`config.mk`:
```
export PLATFORM = sky130hd
export DESIGN_NAME = bus_hold_arbiter
export DESIGN_NICKNAME = d
export VERILOG_FILES = /design/src/rtl/bh_pkg.sv /design/src/rtl/bh_nmi_edge.sv /design/src/rtl/bh_grant_fsm.sv /design/src/rtl/bh_nmi_hold_latch.sv /design/src/rtl/bus_hold_arbiter.sv
export SDC_FILE = /design/constraint.sdc
export NUM_CORES = 1
export LEC_CHECK = 0
export BUFFER_PORTS_ARGS = -buffer_cell sky130_fd_sc_hd__buf_2
export CORE_AREA = 5 5 42 44
export CTS_CLUSTER_SIZE = 28
export DETAILED_ROUTE_END_ITERATION = 7
export DIE_AREA = 0 0 47 49
export PLACE_DENSITY = 0.37
export SYNTH_ARGS = -nofsm -noshare
export SYNTH_HDL_FRONTEND = slang
export SYNTH_SLANG_ARGS = --single-unit
```
`constraint.sdc`:
```
create_clock -name clk -period 0.8 [get_ports clk]
set_input_delay 0.24 -clock clk [delete_from_list [all_inputs] [get_ports clk]]
set_output_delay 0.24 -clock clk [all_outputs]
set_load 0.05 [all_outputs]
```
`src/rtl/bh_pkg.sv`:
```
package bh_pkg;
  typedef enum logic [0:0] {
    BUS_OWNED   = 1'b0,
    BUS_GRANTED = 1'b1
  } bus_own_e;
endpackage

```
`src/rtl/bh_nmi_edge.sv`:
```
// Synchronizes the interrupt pin and flags one cycle per rising level.
module bh_nmi_edge #(
  parameter int STAGES = 2
) (
  input  logic clk,
  input  logic rst,
  input  logic pin,
  output logic rise
);
  localparam int LAST = STAGES - 1;

  logic [STAGES-1:0] sync_q;
  logic              seen_q;

  generate
    for (genvar s = 0; s < STAGES; s++) begin : g_sync
      if (s == 0) begin : g_first
        always_ff @(posedge clk) begin
          if (rst) sync_q[s] <= 1'b0;
          else     sync_q[s] <= pin;
        end
      end else begin : g_chain
        always_ff @(posedge clk) begin
          if (rst) sync_q[s] <= 1'b0;
          else     sync_q[s] <= sync_q[s-1];
        end
      end
    end
  endgenerate

  always_ff @(posedge clk) begin
    if (rst) seen_q <= 1'b0;
    else     seen_q <= sync_q[LAST];
  end

  assign rise = sync_q[LAST] & ~seen_q;
endmodule

```
`src/rtl/bh_grant_fsm.sv`:
```
// Owns the bus mastership decision and the pad enable.
module bh_grant_fsm
  import bh_pkg::*;
(
  input  logic clk,
  input  logic rst,
  input  logic hold_req,
  input  logic cycle_busy,
  output logic granted,
  output logic pads_on
);
  bus_own_e state_q, state_d;
  logic     oe_q;

  always_comb begin
    state_d = state_q;
    unique case (state_q)
      BUS_OWNED:   if (hold_req && !cycle_busy) state_d = BUS_GRANTED;
      BUS_GRANTED: if (!hold_req)               state_d = BUS_OWNED;
      default:                                  state_d = BUS_OWNED;
    endcase
  end

  always_ff @(posedge clk) begin
    if (rst) begin
      state_q <= BUS_OWNED;
      oe_q    <= 1'b1;
    end else begin
      state_q <= state_d;
      oe_q    <= (state_d == BUS_OWNED);
    end
  end

  assign granted = (state_q == BUS_GRANTED);
  assign pads_on = oe_q;
endmodule

```
`src/rtl/bh_nmi_hold_latch.sv`:
```
// Keeps at most one interrupt edge seen during a grant and replays it later.
module bh_nmi_hold_latch (
  input  logic clk,
  input  logic rst,
  input  logic granted,
  input  logic nmi_rise,
  output logic nmi_pulse
);
  logic pend_q;
  logic pulse_q;

  always_ff @(posedge clk) begin
    if (rst) begin
      pend_q  <= 1'b0;
      pulse_q <= 1'b0;
    end else begin
      pulse_q <= pend_q & ~granted;
      if (granted && nmi_rise)  pend_q <= 1'b1;
      else if (pend_q && !granted) pend_q <= 1'b0;
    end
  end

  assign nmi_pulse = pulse_q;
endmodule

```
`src/rtl/bus_hold_arbiter.sv`:
```
module bus_hold_arbiter #(
  parameter int NMI_SYNC_STAGES = 2
) (
  input  logic clk,
  input  logic rst,
  input  logic hold_req,
  input  logic cycle_busy,
  input  logic nmi_in,
  output logic hold_ack,
  output logic bus_oe,
  output logic nmi_pulse
);
  localparam int SYNC_N = (NMI_SYNC_STAGES < 1) ? 1 : NMI_SYNC_STAGES;

  logic granted;
  logic pads_on;
  logic nmi_rise;

  bh_grant_fsm u_fsm (
    .clk        (clk),
    .rst        (rst),
    .hold_req   (hold_req),
    .cycle_busy (cycle_busy),
    .granted    (granted),
    .pads_on    (pads_on)
  );

  bh_nmi_edge #(.STAGES(SYNC_N)) u_edge (
    .clk  (clk),
    .rst  (rst),
    .pin  (nmi_in),
    .rise (nmi_rise)
  );

  bh_nmi_hold_latch u_latch (
    .clk       (clk),
    .rst       (rst),
    .granted   (granted),
    .nmi_rise  (nmi_rise),
    .nmi_pulse (nmi_pulse)
  );

  assign hold_ack = granted;
  assign bus_oe   = pads_on;
endmodule

```
* Word level (Yosys, flattened, before mapping)
Index checks and enable logic that the tools add are counted.
Operators by class: reductions and logical operators 6, bitwise operators 5, multiplexer cells 5
Operator list (number):
- $mux 1 | 4
- $logic_and 1x1->1 | 3
- $not 1->1 | 3
- $and 1x1->1 | 2
- $logic_not 1->1 | 2
- $pmux 1 s2 | 1
- $reduce_bool 2->1 | 1
Storage, ports and cells: bits of input ports 5, register bits after elaboration 7, output and inout port bits 3

* Depth between registers and ports, before layout
Gate-level depths: netlist of run 1.
depth in word-level cells 5, gate-level depth with buffers 2, mapped depth without buffers 2

* Cells and area by module
Synthesis of run 1 repeated with hierarchy kept, for this count alone.
Unflattened totals: cell total of the unflattened synthesis 17, area, all modules 226.5 sq um
Modules (own cells, without submodules):
- bh_nmi_edge | times used 1, sequential area each 60.1 sq um, area an instance 87.6 sq um, cells each 7
- bh_grant_fsm | times used 1, sequential area each 40.0 sq um, area an instance 70.1 sq um, cells each 5
- bh_nmi_hold_latch | times used 1, sequential area each 40.0 sq um, area an instance 68.8 sq um, cells each 5

* Worst setup path before layout of run 1
Ideal clock, no wire load.
kind flip-flop to flip-flop, start register u_fsm.state_q (netlist: u_fsm.granted), end register u_fsm.state_q (netlist: u_fsm.granted), arrival time 949 ps, path slack -209 ps, period minus slack after synthesis 1009 ps, stages on the path, launching flop included 3, buffers on the path 0, path through dfxtp_1 > nand2b_1 > and3b_1
Between the ends: word-level cells in the longest chain between the ends 2
Ends and longest elaborated chain:
- from (decl) | RTL line bh_grant_fsm.sv:12 | bus_own_e state_q, state_d;
- from (signal assigned) | RTL line bh_grant_fsm.sv:29 | state_q <= state_d;
- $not 1->1 | RTL line bh_grant_fsm.sv:17 | unique case (state_q)
- $pmux 1 s2 * | RTL line bh_grant_fsm.sv:17
Mark *: on every way between the ends. The rest lies on a longest branch, timed or not. A chain may end at the register's enable or synchronous reset.

* Worst setup path in the final report of run 1
start register u_fsm.state_q (netlist: u_fsm.granted), end output port hold_ack
RTL lines:
- to (decl) | RTL line bus_hold_arbiter.sv:9 | output logic hold_ack,
No word-level cell between the ends.

==> results of run 1 <==
-- layout by cell type (no fill, tap or decap), types with 2 or more instances in the layout --
master and count:
nor2b_1 3, dfxtp_1 4, buf_8 3, clkbuf_4 3, dfxtp_2 2, nand2b_4 2, buf_2 4
-- metrics by stage --
| stage | cells | hold slack (ns) | utilization |
|---|---|---|---|
| global route | 47 | 0.180 | 0.267 |
| finish | 47 | 0.191 | 0.267 |
| global placement | 42 | 0.439 | 0.200 |
| CTS | 47 | 0.184 | 0.252 |
| detailed placement | 42 | 0.432 | 0.200 |
| floorplan | 18 | 0.304 | - |
-- power by group --
group	internal (uW)	leakage, uW	switching (uW)
clock	190	0.0000150	122
sequential	360	0.0000581	5.05
combinational	42.6	0.0000828	39.3
-- routing by layer --
layer	share of wire	wire length (um)
met1	0.41	151
met2	0.47	172
met3	0.080	29
met4	0.027	10
met5	0	0
-- final cells by class --
| type | instances | share of cell area |
|---|---|---|
| sequential | 7 | 0.391 |
| multi-input combinational | 10 | 0.251 |
| timing repair buffer | 9 | 0.224 |
| clock buffer | 4 | 0.0702 |
| tap | 16 | 0.0535 |
| inverter | 1 | 0.0100 |
-- Yosys cell counts, drive strengths merged --
cell    n  share of area
a21oi   1          0.041
and3b   1          0.041
dfxtp   7           0.66
inv     1          0.018
nand2b  3          0.089
nand3b  1          0.036
nor2b   3          0.089
nor3    1          0.024
-- state kept, by name, indices dropped and copies added, names as in the netlist --
| name | flops |
|---|---|
| u_edge.seen_q | 1 |
| u_edge.sync_q | 2 |
| u_fsm.granted | 1 |
| u_fsm.pads_on | 1 |
| u_latch.nmi_pulse | 1 |
| u_latch.pend_q | 1 |
-- kinds of logic after synthesis --
logic type	count (synthesis)
simple gates	9
buf+inv	1
compound gates	1
flops	7
-- worst paths after layout --
check	startpoint	end	slack [ns]	cells past startpoint
max	u_fsm.granted$_SDFF_PP0_	hold_ack	-0.17	1
min	hold_req	u_fsm.pads_on$_SDFF_PP1_	0.19	2
max reg2reg	u_fsm.granted$_SDFF_PP0_	u_fsm.granted$_SDFF_PP0_	-0.06	3
min reg2reg	u_edge.sync_q[0]$_SDFF_PP0_	u_edge.sync_q[1]$_SDFF_PP0_	0.45	1
-- timing repair --
action / 4_1_cts / 5_1_grt
hold endpoints to repair: 0 / 0
setup buffers: 1 / 0
endpoints found under the setup margin: 3 / 6
resized for setup: 10 / 4
pin swaps: 0 / 1
==> qor.txt, run 1 <==
status: complete, but fails checks
failing checks: negative setup slack
crit-path max cell delay: 0.34 ns
Final #Nets: 37
Buf/Inv on CP: 1
Starting Density: 0.151
fin area: 374 um^2
core area: 1400 um^2
fin crit period: 0.972 ns
GR Util met3: 0.0443
Routed WL per cell: 7.74 um
setup violators final: 4
detailed-route via count: 165
row count: 14
max cap viols: 0
Cells after Synth: 18
cts bufs inserted: 3
clock slew seen by the registers of the worst setup and hold paths: 0.05 ns
CP max FO: 2
critical path's slowest cell: dfxtp_4
Post-route DRC: 0
clock latency on the worst-skew pair: 0.24 ns
Vias/cell: 3.51
Worst setup SP type: flop
Die X: 47 um
H-Tree Depth: 1
Final Cycle Share: 1.21
Synth Area in Simple Gates: 0.278
io pins: 8
crit path cell chain: buf_8
synthesized flop and latch total: 7
Compound-Gate Fraction of Synth Area: 0.0414
syn_area_per_cell: 11.7 um^2
Synth Area in XOR/XNOR: 0
area grow syn2layout: 76.9%
Max rail drop VDD: 0.829 mV
Routed WL: 364 um
layout cells sized above 1: 0.613
Max-slew headroom: 0.904
DIE AREA: 2300 um^2
global-route wire length before repair: 717 um
Pwr Total: 759 uW
mapped cell area: 211 um^2
Post-Syn Nets: 23
GR Util met2: 0.0633
post-route ant nets: 0
hold-fix buffers at CTS: 0
vias in the first global route: 182
Die Y: 49 um
largest net degree at the start of global routing: 8
busiest grt layer: met2
CP required: 0.56 ns
gpl congestion: 0.654
Fillers: 160
Longest Clk Path Bufs: 2
TritonRoute pass-1 iters: 1
sequential share of the synthesized area: 0.663
met1 Track Usage GR: 0.0442
initial antenna violation count: 0
setup ws final: -0.172 ns
mux cell area share after synthesis: 0
largest family of logic cells by synthesized area: simple AND/OR/NAND/NOR gates
critical setup path kind: reg2out
total congestion overflow: 0
Setup TNS Final: -0.521 ns
GRT Util Overall: 0.0508
kind of end point of the critical path: primary output
IO Port Bufs: 7
Clock Root Buffer: clkbuf_4
unrepaired setup endpoints after global routing: yes
Yosys cell types: 8
Hold Crit Class: in2reg
DP Worst Slack: -0.0148 ns
dpl cell area: 280 um^2
fin. max-slew vios: 0
Lkg Pwr: 0.000156 uW
Worst Tran Pin Value: 0.145 ns
Synth Warn #: 0
maximum clock rate: 1030 MHz
family with the most delay on the worst path: flip-flops
Starting DRT DRC Count: 0
clk_skew: 0.00234 ns
synthesized-area fraction occupied by adder cells: 0
crit path DAT: 0.73 ns
n_diodes: 0
final hold violation count: 0
CTS tree: yes
CTS sink count: 7
Seq. cell area: 146 um^2
power per cell area: 2030 nW/um^2
area of the multi-input gates: 93.8 um^2
No activity file was read; power rests on OpenSTA's default activity.
==> run 2, diff against run 1 <==
PLACE_DENSITY = 0.36   (was 0.37)
clock period = 1.1 ns   (was 0.8 ns; I/O delays follow)
==> run 2 against run 1 <==
The flow now finishes without violations. Clock skew is 0.00062 ns lower. First-iteration DRC count is 3 higher. Via count is 2.4% lower. Non-clock buffer count is 2 lower. Critical path type unchanged. Critical endpoint unchanged. Die area stayed put.
==> qor.txt, run 2 (synthesized netlist as in run 1, its figures left out) <==
cts bufs inserted: 3 (unchanged)
Sw Pwr: 112 uW (was 167 uW)
DP Worst Slack: 0.159 ns (was -0.0148 ns)
Routed WL: 366 um (was 364 um)
Die X: 47 um (unchanged)
setup ws final: 0.0241 ns (was -0.172 ns)
GRT Util Overall: 0.0501 (was 0.0508)
Routed WL per cell: 8.13 um (was 7.74 um)
initial antenna violation count: 0 (unchanged)
row count: 14 (unchanged)
CP max FO: 4 (was 2)
total congestion overflow: 0 (unchanged)
Clock Root Buffer: clkbuf_4 (unchanged)
H-Tree Depth: 1 (unchanged)
Vias/cell: 3.58 (was 3.51)
family with the most delay on the worst path: flip-flops (unchanged)
n_diodes: 0 (unchanged)
critical path depth: 1 (unchanged)
critical path's slowest cell: dfxtp_4 (unchanged)
setup violators final: 0 (was 4)
Buf/Inv on CP: 1 (unchanged)
area grow syn2layout: 49.1% (was 76.9%)
combinational power share: 0.080 (was 0.108)
detailed-route via count: 161 (was 165)
max cap viols: 0 (unchanged)
fin crit period: 1.08 ns
IO Port Bufs: 7 (unchanged)
Pwr Total: 531 uW (was 759 uW)
clock slew seen by the registers of the worst setup and hold paths: 0.05 ns (about the same)
Max rail drop VDD: 0.533 mV (was 0.829 mV)
layout cells sized above 1: 0.414 (was 0.613)
maximum clock rate: 929 MHz
clk_skew: 0.00172 ns (was 0.00234 ns)
Worst R2R Path Depth: 2 (was 3)
crit path cell chain: buf_8 (unchanged)
TritonRoute pass-1 iters: 4 (was 1)
clock latency on the worst-skew pair: 0.24 ns (about the same)
Starting Density: 0.151 (unchanged)
critical setup path kind: reg2out (unchanged)
Top reg by flops: u_edge.sync_q (unchanged)
CP required: 0.77 ns (was 0.56 ns)
max reg flops: 2 (unchanged)
most frequent cells in the layout: dfxtp_1, buf_2, nand2b_1, nor2b_1, clkbuf_4 (was buf_2, dfxtp_1, nor2b_1, clkbuf_4, buf_8)
Post-CTS Resized: 5 (was 10)
Worst setup SP type: flop (unchanged)
Post-route DRC: 0 (unchanged)
Internal Power: 419 uW (was 592 uW)
commonest non-fill, non-tap cell in the layout: dfxtp_1
Hold Crit Class: in2reg (unchanged)
crit-path max cell delay: 0.36 ns (was 0.34 ns)
CTS tree: yes (unchanged)
core area: 1400 um^2 (unchanged)
Worst Tran Pin Value: 0.138 ns (was 0.145 ns)
fin. max-slew vios: 0 (unchanged)
Lkg Pwr: 0.000130 uW (was 0.000156 uW)
global-route wire length before repair: 683 um (was 717 um)
Starting DRT DRC Count: 3 (was 0)
Sequential Power Share: 0.501 (was 0.480)
reg-to-reg slack, setup: 0.34 ns (was -0.06 ns)
status: finished clean (was complete, but fails checks)
final core occ: 0.225 (was 0.267)
hold-fix buffers at CTS: 0 (unchanged)
largest net degree at the start of global routing: 8 (unchanged)
vias in the first global route: 140 (was 182)
gpl congestion: 0.651 (was 0.654)
io pins: 8 (unchanged)
share of total power in the clock network: 0.419 (was 0.412)
Final Cycle Share: 0.978
unrepaired setup endpoints after global routing: yes (unchanged)
# Post-CTS Setup Buffers: 0 (was 1)
kind of end point of the critical path: primary output (unchanged)
Hold Path Stages: 2 (unchanged)
net switching fraction of the power: 0.210 (was 0.220)
Max-slew headroom: 0.907 (was 0.904)
crit path DAT: 0.75 ns (was 0.73 ns)
CTS sink count: 7 (unchanged)
DIE AREA: 2300 um^2 (unchanged)
post-route ant nets: 0 (unchanged)
Longest Clk Path Bufs: 2 (unchanged)
final hold violation count: 0 (unchanged)
Setup TNS Final: 0 ns (was -0.521 ns)
Final #Nets: 35 (was 37)
power per cell area: 1680 nW/um^2 (was 2030 nW/um^2)
hold_ws: 0.286 ns (was 0.191 ns)
Die Y: 49 um (unchanged)
## run 2: changes by cell type in the layout (fill, tap and decap cells not counted), moves of 2 or more
cell | previous run | this run
nand2b_1 | 1 | 3
nand2b_4 | 2 | 0
buf_8 | 3 | 1
dfxtp_2 | 2 | 0
dfxtp_1 | 4 | 6
## run 2: worst reg2reg max path, stage by stage, from the launching register on
cell and delay (ns):
dfxtp_4 0.35, nand2b_1 0.15, and3b_1 0.16
## run 2: final timing paths
kind / from / end
max: u_fsm.granted$_SDFF_PP0_ / hold_ack
min: hold_req / u_fsm.pads_on$_SDFF_PP1_
max reg2reg: u_fsm.granted$_SDFF_PP0_ / u_fsm.granted$_SDFF_PP0_
min reg2reg: u_edge.sync_q[0]$_SDFF_PP0_ / u_edge.sync_q[1]$_SDFF_PP0_
## run 2: power by group through the flow
stage                     Combinational (uW)  Clock [uW]  Sequential [uW]
after floorplan                         10.2           0              283
after global routing                    46.4         250              267
final                                   42.5         222              266
after global placement                  37.2           0              270
after CTS                               41.0         237              266
after detailed placement                37.7           0              270
## run 2: routing by layer
metal	up-vias	track usage	routed length [um]
li1	80	-	-
met1	73	0.0466	148
met2	6	0.0498	164
met3	2	0.0590	43
met4	0	0.0553	10
met5	-	0	0
## run 2: stage by stage
| step | instances | instance area, um^2 |
|---|---|---|
| floorplan | 18 | 211 |
| global placement | 41 | 267 |
| detailed placement | 41 | 267 |
| CTS | 45 | 305 |
| global route | 45 | 315 |
| finish | 45 | 315 |
## run 2: layout make-up
cell class / instances / area [um^2]
Fill cell: 159 / 1090
Timing Repair Buffer: 7 / 53.8
Sequential cell: 7 / 144
Tap cell: 16 / 20.0
Clock buffer: 4 / 26.3
Inverter: 1 / 3.75
Multi-Input combinational cell: 10 / 67.6
